$ cat src/rtl/conv_seq_pkg.sv
package conv_seq_pkg;
    typedef enum logic [1:0] {
        MODE_RUN  = 2'b00,
        MODE_PROG = 2'b01,
        MODE_READ = 2'b10,
        MODE_IDLE = 2'b11
    } seq_mode_e;
endpackage

$ cat src/rtl/seq_mode_track.sv
module seq_mode_track
    import conv_seq_pkg::*;
(
    input  logic       clk,
    input  logic       rst_n,
    input  logic [1:0] mode_i,
    input  logic       conv_start_n_i,
    output logic       prog_act_o,
    output logic       run_act_o,
    output logic       read_act_o,
    output logic       enter_prog_o,
    output logic       enter_run_o,
    output logic       enter_read_o,
    output logic       conv_fall_o
);
    typedef struct packed {
        logic [1:0] mode;
        logic       conv_n;
    } track_t;

    track_t st_d, st_q;

    always_comb begin
        st_d        = st_q;
        st_d.mode   = mode_i;
        st_d.conv_n = conv_start_n_i;
        prog_act_o   = (mode_i == MODE_PROG);
        run_act_o    = (mode_i == MODE_RUN);
        read_act_o   = (mode_i == MODE_READ);
        enter_prog_o = prog_act_o && (st_q.mode != MODE_PROG);
        enter_run_o  = run_act_o && (st_q.mode != MODE_RUN);
        enter_read_o = read_act_o && (st_q.mode != MODE_READ);
        conv_fall_o  = st_q.conv_n && !conv_start_n_i;
    end

    always_ff @(posedge clk or negedge rst_n) begin
        if (!rst_n) begin
            st_q.mode   <= MODE_RUN;
            st_q.conv_n <= 1'b1;
        end else begin
            st_q <= st_d;
        end
    end

    // an edge is reported only when the input was high in the previous cycle and is low now
    a_r6_fall_only_from_high: assert property (@(posedge clk) disable iff (!rst_n)
        conv_fall_o |=> !$past(conv_start_n_i) && (st_q.conv_n == 1'b0));
endmodule

$ cat src/rtl/seq_store.sv
module seq_store #(
    parameter int DEPTH = 16,
    parameter int CFG_W = 6
) (
    input  logic                     clk,
    input  logic                     rst_n,
    input  logic                     prog_act_i,
    input  logic                     enter_prog_i,
    input  logic                     wr_i,
    input  logic [CFG_W-1:0]         cfg_i,
    input  logic [$clog2(DEPTH)-1:0] run_idx_i,
    input  logic [$clog2(DEPTH)-1:0] rd_idx_i,
    output logic [CFG_W:0]           run_word_o,
    output logic [CFG_W:0]           rd_word_o
);
    localparam int AW     = $clog2(DEPTH);
    localparam int CNT_W  = AW + 1;
    localparam int WORD_W = CFG_W + 1;

    typedef struct packed {
        logic [DEPTH-1:0][WORD_W-1:0] mem;
        logic [CNT_W-1:0]             cnt;
    } store_t;

    store_t           st_d, st_q;
    logic [CNT_W-1:0] base;
    logic [AW-1:0]    wr_idx;
    logic [AW-1:0]    prev_idx;
    logic             accept;

    always_comb begin
        base     = enter_prog_i ? '0 : st_q.cnt;
        wr_idx   = base[AW-1:0];
        prev_idx = wr_idx - AW'(1);
        accept   = prog_act_i && wr_i && (base < CNT_W'(DEPTH));
        st_d     = st_q;
        st_d.cnt = base;
        if (accept) begin
            if (base != '0) begin
                st_d.mem[prev_idx][0] = 1'b0;
            end
            st_d.mem[wr_idx] = {cfg_i, 1'b1};
            st_d.cnt         = base + CNT_W'(1);
        end
        run_word_o = st_q.mem[run_idx_i];
        rd_word_o  = st_q.mem[rd_idx_i];
    end

    always_ff @(posedge clk or negedge rst_n) begin
        if (!rst_n) begin
            st_q.mem       <= '0;
            st_q.mem[0][0] <= 1'b1;
            st_q.cnt       <= '0;
        end else begin
            st_q <= st_d;
        end
    end

    // an accepted write lands with its end marker set and the configuration intact
    a_r2_store_word: assert property (@(posedge clk) disable iff (!rst_n)
        accept |=> st_q.mem[$past(wr_idx)] == {$past(cfg_i), 1'b1});
    // the location written just before loses its end marker
    a_r2_prev_cleared: assert property (@(posedge clk) disable iff (!rst_n)
        (accept && base != '0) |=> !st_q.mem[$past(prev_idx)][0]);
    // a full memory in the same session is left untouched
    a_r4_full_hold: assert property (@(posedge clk) disable iff (!rst_n)
        (prog_act_i && !enter_prog_i && st_q.cnt == CNT_W'(DEPTH)) |=> $stable(st_q.mem));
    // outside program mode the memory never changes
    a_r5_no_write: assert property (@(posedge clk) disable iff (!rst_n)
        !prog_act_i |=> $stable(st_q.mem));
endmodule

$ cat src/rtl/seq_cursor.sv
module seq_cursor #(
    parameter int DEPTH = 16
) (
    input  logic                     clk,
    input  logic                     rst_n,
    input  logic                     run_act_i,
    input  logic                     enter_run_i,
    input  logic                     conv_fall_i,
    input  logic                     run_eos_i,
    input  logic                     read_act_i,
    input  logic                     enter_read_i,
    input  logic                     rd_i,
    output logic [$clog2(DEPTH)-1:0] run_idx_o,
    output logic [$clog2(DEPTH)-1:0] rd_idx_o
);
    localparam int AW = $clog2(DEPTH);
    localparam logic [AW-1:0] LAST = AW'(DEPTH - 1);

    typedef struct packed {
        logic [AW-1:0] run;
        logic [AW-1:0] rd;
    } cursor_t;

    cursor_t st_d, st_q;
    logic    run_step;
    logic    rd_step;

    always_comb begin
        st_d     = st_q;
        run_step = run_act_i && !enter_run_i && conv_fall_i;
        rd_step  = read_act_i && !enter_read_i && rd_i;
        if (enter_run_i) begin
            st_d.run = '0;
        end else if (run_step) begin
            st_d.run = (run_eos_i || st_q.run == LAST) ? '0 : st_q.run + AW'(1);
        end
        if (enter_read_i) begin
            st_d.rd = '0;
        end else if (rd_step) begin
            st_d.rd = (st_q.rd == LAST) ? '0 : st_q.rd + AW'(1);
        end
        run_idx_o = st_q.run;
        rd_idx_o  = st_q.rd;
    end

    always_ff @(posedge clk or negedge rst_n) begin
        if (!rst_n) begin
            st_q <= '0;
        end else begin
            st_q <= st_d;
        end
    end

    // playback moves only on a run-mode edge or on entry to run mode
    a_r6_run_hold: assert property (@(posedge clk) disable iff (!rst_n)
        !(run_act_i && conv_fall_i) && !enter_run_i |=> $stable(st_q.run));
    // an edge at a marked step returns playback to the start
    a_r7_wrap_after_eos: assert property (@(posedge clk) disable iff (!rst_n)
        (run_step && run_eos_i) |=> st_q.run == '0);
    // entering readback starts at location 0
    a_r8_read_enter: assert property (@(posedge clk) disable iff (!rst_n)
        enter_read_i |=> st_q.rd == '0);
    // a read strobe below the top location steps the cursor by one
    a_r8_read_step: assert property (@(posedge clk) disable iff (!rst_n)
        (rd_step && st_q.rd != LAST) |=> st_q.rd == $past(st_q.rd) + AW'(1));
endmodule

$ cat src/rtl/conv_seq_mem.sv
module conv_seq_mem #(
    parameter int DEPTH = 16,
    parameter int CFG_W = 6
) (
    input  logic             clk,
    input  logic             rst_n,
    input  logic [1:0]       mode_i,
    input  logic             wr_i,
    input  logic [CFG_W-1:0] cfg_i,
    input  logic             conv_start_n_i,
    input  logic             rd_i,
    output logic [CFG_W-1:0] cfg_o,
    output logic [CFG_W:0]   status_o
);
    localparam int AW = $clog2(DEPTH);

    logic          prog_act, run_act, read_act;
    logic          enter_prog, enter_run, enter_read;
    logic          conv_fall;
    logic [AW-1:0] run_idx, rd_idx;
    logic [CFG_W:0] run_word, rd_word;

    seq_mode_track u_track (
        .clk            (clk),
        .rst_n          (rst_n),
        .mode_i         (mode_i),
        .conv_start_n_i (conv_start_n_i),
        .prog_act_o     (prog_act),
        .run_act_o      (run_act),
        .read_act_o     (read_act),
        .enter_prog_o   (enter_prog),
        .enter_run_o    (enter_run),
        .enter_read_o   (enter_read),
        .conv_fall_o    (conv_fall)
    );

    seq_store #(.DEPTH(DEPTH), .CFG_W(CFG_W)) u_store (
        .clk          (clk),
        .rst_n        (rst_n),
        .prog_act_i   (prog_act),
        .enter_prog_i (enter_prog),
        .wr_i         (wr_i),
        .cfg_i        (cfg_i),
        .run_idx_i    (run_idx),
        .rd_idx_i     (rd_idx),
        .run_word_o   (run_word),
        .rd_word_o    (rd_word)
    );

    seq_cursor #(.DEPTH(DEPTH)) u_cursor (
        .clk          (clk),
        .rst_n        (rst_n),
        .run_act_i    (run_act),
        .enter_run_i  (enter_run),
        .conv_fall_i  (conv_fall),
        .run_eos_i    (run_word[0]),
        .read_act_i   (read_act),
        .enter_read_i (enter_read),
        .rd_i         (rd_i),
        .run_idx_o    (run_idx),
        .rd_idx_o     (rd_idx)
    );

    assign cfg_o    = run_word[CFG_W:1];
    assign status_o = rd_word;

    // in idle mode both outputs hold
    a_r9_idle_hold: assert property (@(posedge clk) disable iff (!rst_n)
        (mode_i == 2'b11 && $past(mode_i) == 2'b11) |=> $stable(cfg_o) && $stable(status_o));
endmodule

$ cat config.mk
export PLATFORM = sky130hd
export DESIGN_NAME = conv_seq_mem
export DESIGN_NICKNAME = d
export VERILOG_FILES = /design/src/rtl/conv_seq_pkg.sv /design/src/rtl/seq_mode_track.sv /design/src/rtl/seq_store.sv /design/src/rtl/seq_cursor.sv /design/src/rtl/conv_seq_mem.sv
export SDC_FILE = /design/constraint.sdc
export NUM_CORES = 1
export LEC_CHECK = 0
export ABC_CLOCK_PERIOD_IN_PS = 3100
export BUFFER_PORTS_ARGS = -buffer_cell sky130_fd_sc_hd__buf_2
export CAP_MARGIN = 20
export CORE_ASPECT_RATIO = 1.5
export CORE_UTILIZATION = 55
export DETAILED_ROUTE_END_ITERATION = 8
export GPL_TIMING_DRIVEN = 0
export HOLD_SLACK_MARGIN = 0.08
export PLACE_DENSITY = 0.71
export SKIP_CTS_REPAIR_TIMING = 1
export SYNTH_ARGS = -nofsm -noshare
export SYNTH_HDL_FRONTEND = slang
export SYNTH_SLANG_ARGS = --single-unit
export TNS_END_PERCENT = 20
$ cat constraint.sdc
create_clock -name clk -period 3.1 [get_ports clk]
set_input_delay 0.62 -clock clk [delete_from_list [all_inputs] [get_ports clk]]
set_output_delay 0.62 -clock clk [all_outputs]
set_load 0.03 [all_outputs]
; ---- Yosys cells after proc, flatten, opt, wreduce, memory -nomap -nowiden
; Index checks and enable logic that the tools add are counted.
[word_totals]
register_bits = 128
latchBits = 0
mem_bits_rw = 0
mem_bits_ro = 0
input_bits = 13
output_inout_bits = 13
wordCells = 80
mem_count = 0
[op_classes]
add_sub_neg = 4
n_mul = 0
n_div = 0
order_cmp = 7
eq_ne = 6
shift = 0
n_mux = 19
bitwise_logic = 2
reduce_logical = 21
[op_table]
columns = cell, n
row1 = 112-bit two-way mux, 2
row2 = 112-bit AND, 1
row3 = 112-bit bitwise mux, 1
row4 = 112-bit inverter, 1
row5 = 7-bit binary-select mux with 4-bit select, 2
row6 = 7-bit demux with 4-bit select, 2
row7 = 4-bit two-way mux, 6
row8 = 7-bit two-way mux, 3
row9 = 4-bit by 5-bit less-than comparator with 1-bit output (second input constant), 4
row10 = 1-bit logical AND, 12
row11 = 5-bit two-way mux, 2
row12 = 4-bit by 1-bit adder with 4-bit output (second input constant), 2
row13 = 4-bit == test (second input constant), 2
row14 = 4-bit by 1-bit >= comparator with 1-bit output (second input constant), 2
row15 = 2-bit nonzero test, 3
row16 = 5-bit by 1-bit adder with 5-bit output (second input constant), 1
row17 = 5-bit less-than comparator (second input constant), 1
row18 = 5-bit nonzero test, 1
row19 = 4-bit by 1-bit subtractor with 4-bit output (second input constant), 1
row20 = 1-bit logical NOT, 3
row21 = 2-bit by 1-bit == test with 1-bit output (second input constant), 1
row22 = 2-bit == test (second input constant), 1
row23 = 2-bit logical NOT, 1
row24 = 2-bit by 1-bit != test with 1-bit output (second input constant), 1
row25 = 3 further kinds, 3

; ---- Logic depth before layout (Yosys ltp)
[depth]
ltp_word = 13
depth_mapped = 10
depth_no_buf = 9

; ---- Modules after synthesis
; A second synthesis with hierarchy kept.
[unflattened]
hier_cells = 519
area_unflattened_um2 = 7054.3
[modules_own_cells]
columns = module, n_inst, cells_per_inst, area_each_um2, seq_area_each_um2
row1 = seq_store, 1, 466, 6506.2, 2929.1
row2 = seq_cursor, 1, 42, 419.2, 200.2
row3 = seq_mode_track, 1, 11, 128.9, 76.3

; ---- Worst setup path before layout
; OpenSTA, ideal clock, no wires.
[synth_timing]
path_kind = register to output
from = reg u_cursor.st_q (netlist bit u_cursor.run_idx_o[0])
to = out cfg_o[1]
arrival_ps = 2017
t_required_ps = 2480
slack_ps = 463
path_stages_with_launch = 6
n_path_buf = 2
path_cell_list = dfrtp_1 > buf_2 > buf_1 > mux4_2 > a22oi_1 > nand2_1
[synth_via]
elab_chain_len = 2
[synth_rtl]
columns = item, line
row1 = start: declaration, seq_cursor.sv:24  ; cursor_t st_d, st_q;
row2 = start signal: assignment, seq_cursor.sv:50  ; st_q <= st_d;
row3 = 7-bit binary-select mux with 4-bit select, seq_store.sv:45  ; run_word_o = st_q.mem[run_idx_i];
row4 = 7-bit two-way mux (not written as such), seq_store.sv:45
row5 = end: declaration, conv_seq_mem.sv:12  ; output logic [CFG_W-1:0] cfg_o,
; No other way between the ends. The select of a mux whose other input is x is not followed.

; ---- Worst setup path in the final report
[layout_timing]
from = reg u_cursor.st_q (netlist bit u_cursor.run_idx_o[1])
to = out cfg_o[5]
; The elaborated chain is that of the path after synthesis.

==> results.txt <==
average size of a mapped cell: 12.1 sq um
final slew viol count: 0
aggregate global routing overflow: 0
XOR/XNOR share of the synthesized area: 0.00367
dominant combinational cell family by area after synthesis: multiplexers
antenna-violating nets left: 0
Port-buffer cells: 25
Post-Synthesis Cells: 594
drt total wl: 18000 um
Top FF cell, synth: sky130_fd_sc_hd__dfrtp_1
critical path cell sequence: clkbuf_4 -> and2_1 -> clkbuf_1 -> a221oi_1 -> a22oi_1 -> nand2_1 -> buf_2
Die Outline Area: 13500 sq um
Slew @ Worst Pin: 797 ps
number of remaining DRC errors: 0
multiplexer area fraction after synthesis: 0.326
nets: 659
min setup slack post-route: 62.7 ps
GPL Wtd Cong: 0.900
DR WL/cell: 22.3 um
clk sinks: 128
result of the run: finished, final reports clean
DP Area: 7510 sq um
detailed-placement wirelength estimate: 13300 um
ratio of total power to cell area: 603 nW/um^2
DR vias: 5184
fill cell total of the finished layout: 979
leakage power total: 3.73 nW
time the worst path needs with I/O delays and setup: 3040 ps
initial standard-cell utilization of the core: 0.569
endpoint arrival time on the critical path: 2420 ps
design area: 8190 sq um
Worst-Skew Late Latency: 420 ps
share of cells above drive strength 1: 0.355
largest net degree at the start of global routing: 98
unique cell type count in the Yosys netlist: 52
slowest stage cell, crit path: sky130_fd_sc_hd__dfrtp_1
vias in the first global route: 5276
Final period util: 0.980
depth of the most critical reg-to-reg path: 9
IO Pins: 26
first-pass GRT wire length: 29100 um
critical path endpoint category: output port
final hold violation count: 0
clock buffer count from CTS: 17
number of DRC markers in iteration 0: 285
synthesized net count: 615
gr usage total: 0.294
worst-case setup slack after placement: -71.9 ps
Crit path largest cell delay: 440 ps
share of synthesized cell area in full adder, half adder and majority cells: 0.0140
antenna violations before repair: 0
f_max: 329 MHz
maximum root-to-sink buffer count: 2
worst hold path class: in -> async
floorplan die height: 142 um
H-Tree Level Count: 4
maximum ir drop on the vdd rail: 0.369 mV
Startpoint Class: flop
worst flop-to-flop path endpoint: u_store.st_q[30]
Final setup violation count: 0
netlist area before placement: 7160 sq um
worst-path maximum fanout: 10
# Max-Cap Violations: 0
Setup Skew: 7.34 ps
number of cell rows: 50
flop and latch count out of synthesis: 128
Clock Pin Slew Worst Setup and Hold Paths: 60 ps
number of enable flip-flop cells after synthesis: 0
critical path class: reg -> out
DIE WIDTH: 95.2 um
RSZ-0062 raised after global routing: yes
signed area change from the synthesized netlist to the final layout: 14.4%
share of synthesized flip-flops with an asynchronous set or reset: 1.00
Synth Area in Compound Gates: 0.110
Synthesis Warnings: 0
core region area: 12600 sq um
CTS tree: built
cell at the root of the clock tree: sky130_fd_sc_hd__clkbuf_16
Required @ worst endpoint: 2480 ps
Initial DRT Pass Iterations: 5
Max-Slew Margin vs Limit: 0.468
sequential element share of the synthesized area: 0.448
setup TNS: 0 ps
worst reg2reg startpoint: u_track.st_q[2]
post-DR vias/cell: 6.42
ANT cells: 0
FF-to-FF setup slack: 390 ps
post-synthesis simple-gate area fraction: 0.0750
==> state kept, by name, indices dropped and copies added (netlist names) <==
signal              cells
u_cursor.rd_idx_o       4
u_cursor.run_idx_o      4
u_store.st_q          117
u_track.st_q            3
==> final cells by class <==
cell class	count	area [sq um]	share of cell area
multi-input cells	423	3810	0.465
flip-flops and latches	128	3210	0.391
clock buffers	17	425	0.0519
inverters	6	22.5	0.00275
plain buffers	36	203	0.0247
clock inverters	15	171	0.0209
well taps	156	195	0.0238
repair buffers	26	159	0.0194
==> cells by family (layout without fill, tap and decap cells) <==
| family | count (synthesis) | in the layout |
|---|---|---|
| AOI/OAI and AO/OA | 123 | 123 |
| xor gates and xnor gates | 3 | 3 |
| adders and majority gates | 8 | 8 |
| buffers and inverters | 43 | 100 |
| DFF | 128 | 128 |
| muxes | 185 | 185 |
| and+or+nand+nor | 104 | 104 |
==> layer usage <==
layer / GRT usage / wire length, um / vias to the layer above
li1: - / - / 2331
met1: 0.379 / 7530 / 2666
met2: 0.479 / 9100 / 149
met3: 0.0600 / 823 / 38
met4: 0.118 / 505 / 0
met5: 0 / 0 / -
==> cells in the mapped netlist (3+ instances only) <==
| cell type | count | share of area |
|---|---|---|
| sky130_fd_sc_hd__buf_2 | 11 | 0.0077 |
| sky130_fd_sc_hd__nand2_1 | 53 | 0.028 |
| sky130_fd_sc_hd__nand2b_1 | 5 | 0.0044 |
| sky130_fd_sc_hd__mux2i_1 | 45 | 0.063 |
| sky130_fd_sc_hd__a221oi_1 | 13 | 0.016 |
| sky130_fd_sc_hd__a31oi_1 | 4 | 0.0035 |
| sky130_fd_sc_hd__mux4_2 | 27 | 0.085 |
| sky130_fd_sc_hd__a22o_1 | 5 | 0.0061 |
| sky130_fd_sc_hd__nand2_4 | 4 | 0.0063 |
| sky130_fd_sc_hd__a22oi_1 | 13 | 0.014 |
| sky130_fd_sc_hd__inv_1 | 6 | 0.0031 |
| sky130_fd_sc_hd__nor3_1 | 3 | 0.0021 |
| sky130_fd_sc_hd__nand3_1 | 4 | 0.0028 |
| sky130_fd_sc_hd__nor2_1 | 12 | 0.0063 |
| sky130_fd_sc_hd__a21oi_1 | 19 | 0.013 |
| sky130_fd_sc_hd__clkbuf_1 | 24 | 0.013 |
| sky130_fd_sc_hd__mux2_1 | 5 | 0.0079 |
| sky130_fd_sc_hd__o31ai_1 | 4 | 0.0042 |
| sky130_fd_sc_hd__o211ai_1 | 4 | 0.0042 |
| sky130_fd_sc_hd__nor2b_1 | 8 | 0.0070 |
| sky130_fd_sc_hd__dfrtp_1 | 126 | 0.44 |
| sky130_fd_sc_hd__mux2_2 | 108 | 0.17 |
| sky130_fd_sc_hd__o22ai_1 | 3 | 0.0026 |
| sky130_fd_sc_hd__o21ai_0 | 47 | 0.033 |
| sky130_fd_sc_hd__ha_1 | 8 | 0.014 |
==> how the worst max path moves through the flow <==
stage | end | start | slack [ps]
after global routing | cfg_o[2] | u_cursor.run_idx_o[1] | -40
after floorplan | cfg_o[1] | u_cursor.run_idx_o[0] | 460
after detailed placement | u_store.st_q[30] | mode_i[0] | -70
after CTS | cfg_o[4] | u_cursor.run_idx_o[0] | -420
final | cfg_o[5] | u_cursor.run_idx_o[1] | 60
after global placement | u_store.st_q[32] | rst_n | -210
==> cells in the final DEF, fill, tap and decap left out, types with 4 or more instances in the layout <==
cell                        count
sky130_fd_sc_hd__a221oi_1      10
sky130_fd_sc_hd__clkbuf_4       5
sky130_fd_sc_hd__buf_6          5
sky130_fd_sc_hd__nor2_1        11
sky130_fd_sc_hd__clkbuf_2       6
sky130_fd_sc_hd__mux2i_1       45
sky130_fd_sc_hd__clkbuf_16     17
sky130_fd_sc_hd__dfrtp_1      126
sky130_fd_sc_hd__nand3_1        4
sky130_fd_sc_hd__a21oi_1       19
sky130_fd_sc_hd__mux2_2       108
sky130_fd_sc_hd__a22o_1         5
sky130_fd_sc_hd__mux4_2        27
sky130_fd_sc_hd__ha_1           8
sky130_fd_sc_hd__clkinv_4       4
sky130_fd_sc_hd__nand2b_1       5
sky130_fd_sc_hd__nor2b_1        6
sky130_fd_sc_hd__a31oi_1        4
sky130_fd_sc_hd__mux2_1         5
sky130_fd_sc_hd__o211ai_1       4
sky130_fd_sc_hd__nand2_4        4
sky130_fd_sc_hd__inv_1          6
sky130_fd_sc_hd__o31ai_1        4
sky130_fd_sc_hd__buf_2         27
sky130_fd_sc_hd__inv_6          7
sky130_fd_sc_hd__o21ai_0       47
sky130_fd_sc_hd__nand2_1       53
sky130_fd_sc_hd__a22oi_1       13
sky130_fd_sc_hd__clkbuf_1      16
==> worst max-delay path, delay by kind of cell (launching register included) <==
kind                   cells  cell delay (ps)
AOI/OAI and AO/OA          2              600
buffers and inverters      3              680
and+or+nand+nor            2              280
DFF                        1              440
==> through the flow <==
| step | total power (W) | hold WS (ps) | instances | utilization |
|---|---|---|---|---|
| floorplan | 0.00263 | 324 | 594 | - |
| global placement | 0.00290 | 496 | 775 | 0.595 |
| detailed placement | 0.00294 | 502 | 776 | 0.598 |
| CTS | 0.00494 | 89.4 | 808 | 0.645 |
| global route | 0.00514 | 99.9 | 807 | 0.651 |
| finish | 0.00494 | 80.2 | 807 | 0.651 |
==> power by group <==
| part | leakage [nW] | total, W | internal [W] | switching, W |
|---|---|---|---|---|
| clock network | 0.286 | 0.00201 | 0.00121 | 0.000809 |
| registers | 1.74 | 0.00194 | 0.00183 | 0.000113 |
| logic | 1.70 | 0.000987 | 0.000418 | 0.000570 |
| total | 3.73 | 0.00494 | 0.00345 | 0.00149 |
(Power assumes the default switching activity.)
